<file path="src/rtl/dctg_pkg.sv">
package dctg_pkg;

   typedef enum logic [1:0] {
      CMD_ACT = 2'd0,
      CMD_RD  = 2'd1,
      CMD_WR  = 2'd2,
      CMD_PRE = 2'd3
   } dctg_cmd_e;

   typedef enum logic [1:0] {
      PWR_NORMAL   = 2'd0,
      PWR_SELF_REF = 2'd1,
      PWR_DEEP_PD  = 2'd2,
      PWR_MAX_SAVE = 2'd3
   } dctg_pwr_e;

   localparam int CFG_W   = 32;
   localparam int RCD_LSB = 24;
   localparam int RCD_W   = 5;
   localparam int CCD_LSB = 16;
   localparam int CCD_W   = 4;
   localparam int RRD_LSB = 8;
   localparam int RRD_W   = 4;
   localparam int RP_LSB  = 0;
   localparam int RP_W    = 5;

   localparam logic [CFG_W-1:0] CFG_RESET = 32'h0504_0405;
   localparam logic [CFG_W-1:0] CFG_MASK  =
      (((32'h1 << RCD_W) - 1) << RCD_LSB) |
      (((32'h1 << CCD_W) - 1) << CCD_LSB) |
      (((32'h1 << RRD_W) - 1) << RRD_LSB) |
      (((32'h1 << RP_W)  - 1) << RP_LSB);

   typedef struct packed {
      logic [RCD_W-1:0] act_to_col;
      logic [CCD_W-1:0] col_to_col;
      logic [RRD_W-1:0] act_to_act;
      logic [RP_W-1:0]  pre_to_act;
   } dctg_timing_t;

endpackage

</file>
<file path="src/rtl/dctg_down_ctr.sv">
module dctg_down_ctr #(
   parameter int W = 5
) (
   input  logic         clk,
   input  logic         rst_n,
   input  logic         load,
   input  logic [W-1:0] load_val,
   output logic         is_zero
);

   generate
      if (W < 1) begin : g_bad_w
         $error("dctg_down_ctr: W must be at least 1");
      end
   endgenerate

   logic [W-1:0] cnt_q;

   always_ff @(posedge clk) begin
      if (!rst_n)
         cnt_q <= '0;
      else if (load)
         cnt_q <= load_val;
      else if (cnt_q != '0)
         cnt_q <= cnt_q - W'(1);
   end

   assign is_zero = (cnt_q == '0);

   // an idle counter stays expired until something loads it
   p_idle_stays_zero_r1: assert property (@(posedge clk) disable iff (!rst_n)
      (is_zero && !load) |=> is_zero);

   // a nonzero load always opens a blocking window
   p_load_blocks_r4: assert property (@(posedge clk) disable iff (!rst_n)
      (load && load_val != '0) |=> !is_zero);

endmodule

</file>
<file path="src/rtl/dctg_cfg_reg.sv">
module dctg_cfg_reg
   import dctg_pkg::*;
(
   input  logic             clk,
   input  logic             rst_n,
   input  logic [1:0]       pwr_state,
   input  logic             freq_wr_permit,
   input  logic             wr_en,
   input  logic [CFG_W-1:0] wr_data,
   output logic [CFG_W-1:0] rd_data,
   output dctg_timing_t     timing
);

   logic [CFG_W-1:0] cfg_q;
   logic             wr_ok;

   always_comb begin
      wr_ok = freq_wr_permit || (dctg_pwr_e'(pwr_state) != PWR_NORMAL);
   end

   always_ff @(posedge clk) begin
      if (!rst_n)
         cfg_q <= CFG_RESET;
      else if (wr_en && wr_ok)
         cfg_q <= wr_data & CFG_MASK;
   end

   assign rd_data           = cfg_q;
   assign timing.act_to_col = cfg_q[RCD_LSB +: RCD_W];
   assign timing.col_to_col = cfg_q[CCD_LSB +: CCD_W];
   assign timing.act_to_act = cfg_q[RRD_LSB +: RRD_W];
   assign timing.pre_to_act = cfg_q[RP_LSB  +: RP_W];

   // a write in normal state without the frequency grant changes nothing
   p_blocked_write_r2: assert property (@(posedge clk) disable iff (!rst_n)
      (wr_en && !freq_wr_permit && pwr_state == 2'd0) |=> $stable(rd_data));

   // reserved bits never hold a one
   p_unused_zero_r3: assert property (@(posedge clk) disable iff (!rst_n)
      (rd_data & ~CFG_MASK) == '0);

endmodule

</file>
<file path="src/rtl/dram_cmd_timing_guard.sv">
module dram_cmd_timing_guard
   import dctg_pkg::*;
#(
   parameter int NUM_BG       = 4,
   parameter int BANKS_PER_BG = 4,
   parameter bit BG_TRACKING  = 1'b1,
   localparam int BGW  = $clog2(NUM_BG),
   localparam int BKW  = $clog2(BANKS_PER_BG)
) (
   input  logic             clk,
   input  logic             rst_n,
   input  logic             ddr4_mode,
   input  logic [1:0]       pwr_state,
   input  logic             freq_wr_permit,
   input  logic             cfg_wr_en,
   input  logic [CFG_W-1:0] cfg_wr_data,
   output logic [CFG_W-1:0] cfg_rd_data,
   input  logic [1:0]       cand_cmd,
   input  logic [BGW-1:0]   cand_bg,
   input  logic [BKW-1:0]   cand_bank,
   input  logic             issue,
   output logic             cand_allowed
);

   localparam int NB   = NUM_BG * BANKS_PER_BG;
   localparam int IDXW = BGW + BKW;
   localparam int NTRK = BG_TRACKING ? NUM_BG : 1;

   generate
      if (NUM_BG < 2 || (NUM_BG & (NUM_BG - 1)) != 0) begin : g_bad_bg
         $error("NUM_BG must be a power of two of at least 2");
      end
      if (BANKS_PER_BG < 2 || (BANKS_PER_BG & (BANKS_PER_BG - 1)) != 0) begin : g_bad_bk
         $error("BANKS_PER_BG must be a power of two of at least 2");
      end
   endgenerate

   dctg_timing_t    tm;
   dctg_cmd_e       cmd;
   logic [IDXW-1:0] bank_idx;
   logic            iss_act, iss_rd, iss_wr, iss_pre;
   logic [RCD_W-1:0] rcd_ld;
   logic [CCD_W-1:0] ccd_ld;
   logic [RRD_W-1:0] rrd_ld;
   logic [RP_W-1:0]  rp_ld;

   logic [NB-1:0]   rcd_zero, rp_zero;
   logic [NTRK-1:0] trk_sel, rd_zero, wr_zero, act_zero;
   logic            grp_rd_ok, grp_wr_ok, grp_act_ok;

   dctg_cfg_reg u_cfg (
      .clk            (clk),
      .rst_n          (rst_n),
      .pwr_state      (pwr_state),
      .freq_wr_permit (freq_wr_permit),
      .wr_en          (cfg_wr_en),
      .wr_data        (cfg_wr_data),
      .rd_data        (cfg_rd_data),
      .timing         (tm)
   );

   always_comb begin
      cmd      = dctg_cmd_e'(cand_cmd);
      bank_idx = {cand_bg, cand_bank};
      iss_act  = issue && (cmd == CMD_ACT);
      iss_rd   = issue && (cmd == CMD_RD);
      iss_wr   = issue && (cmd == CMD_WR);
      iss_pre  = issue && (cmd == CMD_PRE);
      // a spacing of N edges is a counter preload of N-1
      rcd_ld   = (tm.act_to_col == '0) ? '0 : tm.act_to_col - RCD_W'(1);
      ccd_ld   = (tm.col_to_col == '0) ? '0 : tm.col_to_col - CCD_W'(1);
      rrd_ld   = (tm.act_to_act == '0) ? '0 : tm.act_to_act - RRD_W'(1);
      rp_ld    = (tm.pre_to_act == '0) ? '0 : tm.pre_to_act - RP_W'(1);
   end

   generate
      for (genvar b = 0; b < NB; b++) begin : g_bank
         dctg_down_ctr #(.W(RCD_W)) u_act_col (
            .clk      (clk),
            .rst_n    (rst_n),
            .load     (iss_act && (bank_idx == IDXW'(b))),
            .load_val (rcd_ld),
            .is_zero  (rcd_zero[b])
         );
         dctg_down_ctr #(.W(RP_W)) u_pre_act (
            .clk      (clk),
            .rst_n    (rst_n),
            .load     (iss_pre && (bank_idx == IDXW'(b))),
            .load_val (rp_ld),
            .is_zero  (rp_zero[b])
         );
      end

      for (genvar g = 0; g < NTRK; g++) begin : g_trk
         dctg_down_ctr #(.W(CCD_W)) u_rd_rd (
            .clk      (clk),
            .rst_n    (rst_n),
            .load     (iss_rd && trk_sel[g]),
            .load_val (ccd_ld),
            .is_zero  (rd_zero[g])
         );
         dctg_down_ctr #(.W(CCD_W)) u_wr_wr (
            .clk      (clk),
            .rst_n    (rst_n),
            .load     (iss_wr && trk_sel[g]),
            .load_val (ccd_ld),
            .is_zero  (wr_zero[g])
         );
         dctg_down_ctr #(.W(RRD_W)) u_act_act (
            .clk      (clk),
            .rst_n    (rst_n),
            .load     (iss_act && trk_sel[g]),
            .load_val (rrd_ld),
            .is_zero  (act_zero[g])
         );
      end

      if (BG_TRACKING) begin : g_per_group
         // outside per-group mode every tracker loads together, so any one is global
         for (genvar g = 0; g < NTRK; g++) begin : g_sel
            assign trk_sel[g] = !ddr4_mode || (cand_bg == BGW'(g));
         end
         assign grp_rd_ok  = rd_zero[cand_bg];
         assign grp_wr_ok  = wr_zero[cand_bg];
         assign grp_act_ok = act_zero[cand_bg];
      end else begin : g_single
         logic unused_mode;
         assign unused_mode = ddr4_mode;
         assign trk_sel     = 1'b1;
         assign grp_rd_ok   = rd_zero[0];
         assign grp_wr_ok   = wr_zero[0];
         assign grp_act_ok  = act_zero[0];
      end
   endgenerate

   always_comb begin
      unique case (cmd)
         CMD_ACT: cand_allowed = rp_zero[bank_idx]  && grp_act_ok;
         CMD_RD:  cand_allowed = rcd_zero[bank_idx] && grp_rd_ok;
         CMD_WR:  cand_allowed = rcd_zero[bank_idx] && grp_wr_ok;
         default: cand_allowed = 1'b1;
      endcase
   end

   // precharge is never held back
   p_pre_free_r10: assert property (@(posedge clk) disable iff (!rst_n)
      (cand_cmd == 2'd3) |-> cand_allowed);

   // the bank just activated is not open for columns on the next cycle
   p_act_blocks_col_r4: assert property (@(posedge clk) disable iff (!rst_n)
      (issue && cand_cmd == 2'd0 && tm.act_to_col > RCD_W'(1))
      |=> !rcd_zero[$past(bank_idx)]);

   // the bank just precharged is not open for activate on the next cycle
   p_pre_blocks_act_r5: assert property (@(posedge clk) disable iff (!rst_n)
      (issue && cand_cmd == 2'd3 && tm.pre_to_act > RP_W'(1))
      |=> !rp_zero[$past(bank_idx)]);

endmodule

</file>
<file path="config.mk">
export PLATFORM = sky130hd
export DESIGN_NAME = dram_cmd_timing_guard
export DESIGN_NICKNAME = d
export VERILOG_FILES = /design/src/rtl/dctg_pkg.sv /design/src/rtl/dctg_down_ctr.sv /design/src/rtl/dctg_cfg_reg.sv /design/src/rtl/dram_cmd_timing_guard.sv
export SDC_FILE = /design/constraint.sdc
export NUM_CORES = 1
export LEC_CHECK = 0
export ABC_AREA = 1
export CAP_MARGIN = 10
export CORE_MARGIN = 2
export CORE_UTILIZATION = 60
export CTS_CLUSTER_SIZE = 20
export DETAILED_ROUTE_END_ITERATION = 10
export PLACE_DENSITY_LB_ADDON = 0.08
export SETUP_SLACK_MARGIN = 0.15
export SYNTH_ARGS = -nofsm -noshare
export SYNTH_HDL_FRONTEND = slang
export SYNTH_HIERARCHICAL = 1
export SYNTH_SLANG_ARGS = --single-unit
</file>
<file path="constraint.sdc">
create_clock -name clk -period 4.4 [get_ports clk]
set_clock_uncertainty 0.15 [all_clocks]
set_input_delay 0.44 -clock clk [delete_from_list [all_inputs] [get_ports clk]]
set_output_delay 0.44 -clock clk [all_outputs]
set_load 0.05 [all_outputs]
</file>
==> reports/metrics.csv <==
stage,metric,value,unit
setup_path,CP endpoint kind,output port,
timing,endpoints failing setup,0,
setup_path,worst r2r src,u_cfg/rd_data[0],
final_layout,post-route cell area,0.0160,mm^2
timing,worst hold slack,0.330,ns
timing,FMAX,0.270,GHz
synth,Synth Cell Area,0.0146,mm^2
power_and_ir_drop,leakage power,7.24,nW
timing,final worst path period share,84.1,%
detailed_routing,first-pass detailed-route iteration total,6,
setup_path,FF-to-FF setup slack,1.95,ns
detailed_routing,Vias/cell,5.26,
setup_path,crit path launch type,input pin,
setup_path,CP max FO,19,
synth,flip-flop and latch count after synthesis,226,
final_layout,Fillers,2219,
synth,share of synthesized registers carrying an async set or reset,0,%
setup_path,FF-to-FF path depth,10,
synth,"Primary FF master, synth",dfxtp_1,
global_route,GRT met2 Usage,49.5,%
synth,"EDFF count, synth",0,
synth,syn_area_per_cell,6.56,um^2
final_layout,# diodes,0,
final_layout,area of the multi-input gates,0.00842,mm^2
global_route,GR Util met1,33.2,%
timing,endpoints failing hold,0,
global_route,largest net degree at the start of global routing,79,
detailed_routing,drt wl/cell,13.2,um
flow_run,max-cap violations,0,
clock_network,Max H-tree Level,1,
global_route,initial antenna violation count,0,
detailed_routing,ANT nets after route,0,
floorplan,Die W,160,um
timing,fin. max-slew vios,0,
clock_network,CTS buffer count,26,
synth,Area contributors post-synth,"dfxtp_1, nand2_1, inv_1",
clock_network,Max Root-Sink Buffers,3,
floorplan,# rows,57,
floorplan,I/O pin total,79,
setup_path,arrival time worst endpoint,3.11,ns
timing,post-layout minimum cycle time,3.70,ns
global_route,GRT overflow,0,
place,Buffers on Ports,50,
place,Placed Area,0.0152,mm^2
timing,slew margin rel.,35.0,%
place,routability cong.,0.858,
setup_path,RR Endpoint,g_bank[14].u_pre_act/cnt_q[1],
clock_network,CTS Sinks,226,
final_layout,layout cells sized above 1,13.7,%
synth,dominant cell type by area after synthesis,dfxtp_1,
global_route,most used routing layer,met2,
timing,setup_tns,0,ns
min_path,Hold Path Class,flop to flop,
place,DP Wirelength,24300,um
floorplan,starting density of the core,60.5,%
power_and_ir_drop,worst vdd ir,0.000388,V
clock_network,CTS Hold Bufs,0,
final_layout,nets,2367,
global_route,first-pass GRT wire length,58500,um
global_route,GR Util met3,3.61,%
global_route,Tot GR Track Use,26.9,%
clock_network,clock insertion delay at the later pin of the skew report,0.53,ns
detailed_routing,Initial DRC Count,669,
synth,most frequent cells after synthesis,"nand2_1, inv_1, dfxtp_1",
clock_network,post-CTS resize count,0,
clock_network,CTS Root Cell,clkbuf_16,
setup_path,Critical path origin,cand_bank[0],
setup_path,Setup CP Type,input pin to output port,
synth,Syn Inst Count,2223,
synth,sequential area share after synthesis,31.0,%
floorplan,Die ar.,0.0256,mm^2
clock_network,CTS tree,done,
timing,slew at the pin closest to its max-slew limit,0.973,ns
synth,most frequent cell after synthesis,nand2_1,
timing,unrepaired setup endpoints after global routing,no,
synth,yosys warns,6,
synth,Netlist cell types,31,
setup_path,Setup crit end,cand_allowed,
clock_network,Post-CTS Setup Repair Bufs,0,
power_and_ir_drop,P per Cell Area,676,mW/mm^2
floorplan,core area,0.0241,mm^2
outcome,outcome,completed,
floorplan,Die Y,160,um
detailed_routing,via count,13700,
final_layout,register area,0.00452,mm^2
final_layout,area delta synth->final,10.0,%
setup_path,Crit path required time,3.81,ns
clock_network,CTS clock-pin slew for the worst setup and hold paths,0.05,ns
detailed_routing,DRC viols,0,
detailed_routing,WL final,34600,um
synth,post-synth top area share,31.0,%
global_route,vias in the first global route,13000,
==> worst max-delay path, stage by stage <==
cell and delay [ns]:
clkdlybuf4s50_1 0.80, inv_4 0.37, nand2_1 0.08, nand2_1 0.06, nand2_1 0.05, nand2_1 0.12
nand2_1 0.05, nand2_1 0.07, o21ai_1 0.07, nand3_1 0.15, clkdlybuf4s50_1 0.83
==> cell type report <==
cell class	count	area share [%]
repair buffers	58	3.48
clock buffers	39	4.68
well taps	324	2.53
flip-flops and latches	226	28.2
multi-input cells	1607	52.5
clock inverters	7	0.390
inverters	351	8.23
==> state kept, by name (all words and copies together), names as in the netlist <==
name,flops
g_trk.u_wr_wr/cnt_q,16
g_trk.u_act_act/cnt_q,16
g_bank.u_pre_act/cnt_q,80
g_trk.u_rd_rd/cnt_q,16
g_bank.u_act_col/cnt_q,80
u_cfg/rd_data,18
==> cell usage in the layout, fill, tap and decap left out, drive strengths merged <==
cell type,synthesis,layout
a21boi,2,2
a21o,1,1
a21oi,199,199
and2,1,1
buf,47,9
bufinv,0,1
clkbuf,5,39
clkdlybuf4s50,0,49
clkinv,32,37
clkinvlp,0,1
conb,1,14
dfxtp,226,226
ha,51,51
inv,319,319
nand2,647,647
nand3,166,166
nand3b,34,34
nand4,58,58
nor2,230,230
nor3,66,66
o21ai,92,92
or2,14,14
xor2,32,32
==> report_power, final <==
group | switching, mW | internal (mW) | total [mW] | leakage (nW)
clock network | 0.845 | 1.23 | 2.07 | 0.399
logic | 3.48 | 2.10 | 5.58 | 4.97
registers | 0.494 | 2.69 | 3.19 | 1.87
==> how the worst min path moves through the flow <==
stage	startpoint	to	cells after the start
2_1_floorplan	g_bank[11].u_pre_act/cnt_q[4]	g_bank[11].u_pre_act/cnt_q[4]	2
3_3_place_gp	g_bank[8].u_pre_act/cnt_q[4]	g_bank[8].u_pre_act/cnt_q[4]	2
3_5_place_dp	g_bank[4].u_act_col/cnt_q[4]	g_bank[4].u_act_col/cnt_q[4]	2
4_1_cts	g_bank[9].u_act_col/cnt_q[4]	g_bank[9].u_act_col/cnt_q[4]	2
5_1_grt	g_bank[15].u_act_col/cnt_q[4]	g_bank[15].u_act_col/cnt_q[4]	2
6_report	g_bank[0].u_act_col/cnt_q[4]	g_bank[0].u_act_col/cnt_q[4]	2
==> cell families after synthesis <==
logic type / count (synthesis) / share of synthesized area [%]
compound gates: 294 / 11.0
xor+xnor: 32 / 1.92
simple gates: 1216 / 40.1
other cells: 1 / 0.0257
flops: 226 / 31.0
buf+inv: 403 / 11.6
fa+ha+maj: 51 / 4.38
==> per-layer routing <==
layer / share of wire (%) / vias up
li1: - / 7177
met3: 4.7 / 61
met1: 44 / 6262
met5: 0 / -
met2: 49 / 238
met4: 2.0 / 0
==> per-stage QoR <==
step / utilization, % / worst slack, ns / power (mW) / std cells
after floorplan: - / 1.91 / 7.65 / 2236
after global placement: 63.2 / 0.781 / 8.55 / 2566
after detailed placement: 63.2 / 0.734 / 8.73 / 2566
after CTS: 66.5 / 0.725 / 10.9 / 2612
after global routing: 66.5 / 0.527 / 11.9 / 2612
final: 66.5 / 0.701 / 10.8 / 2612
No activity file was read; power rests on OpenSTA's default activity.
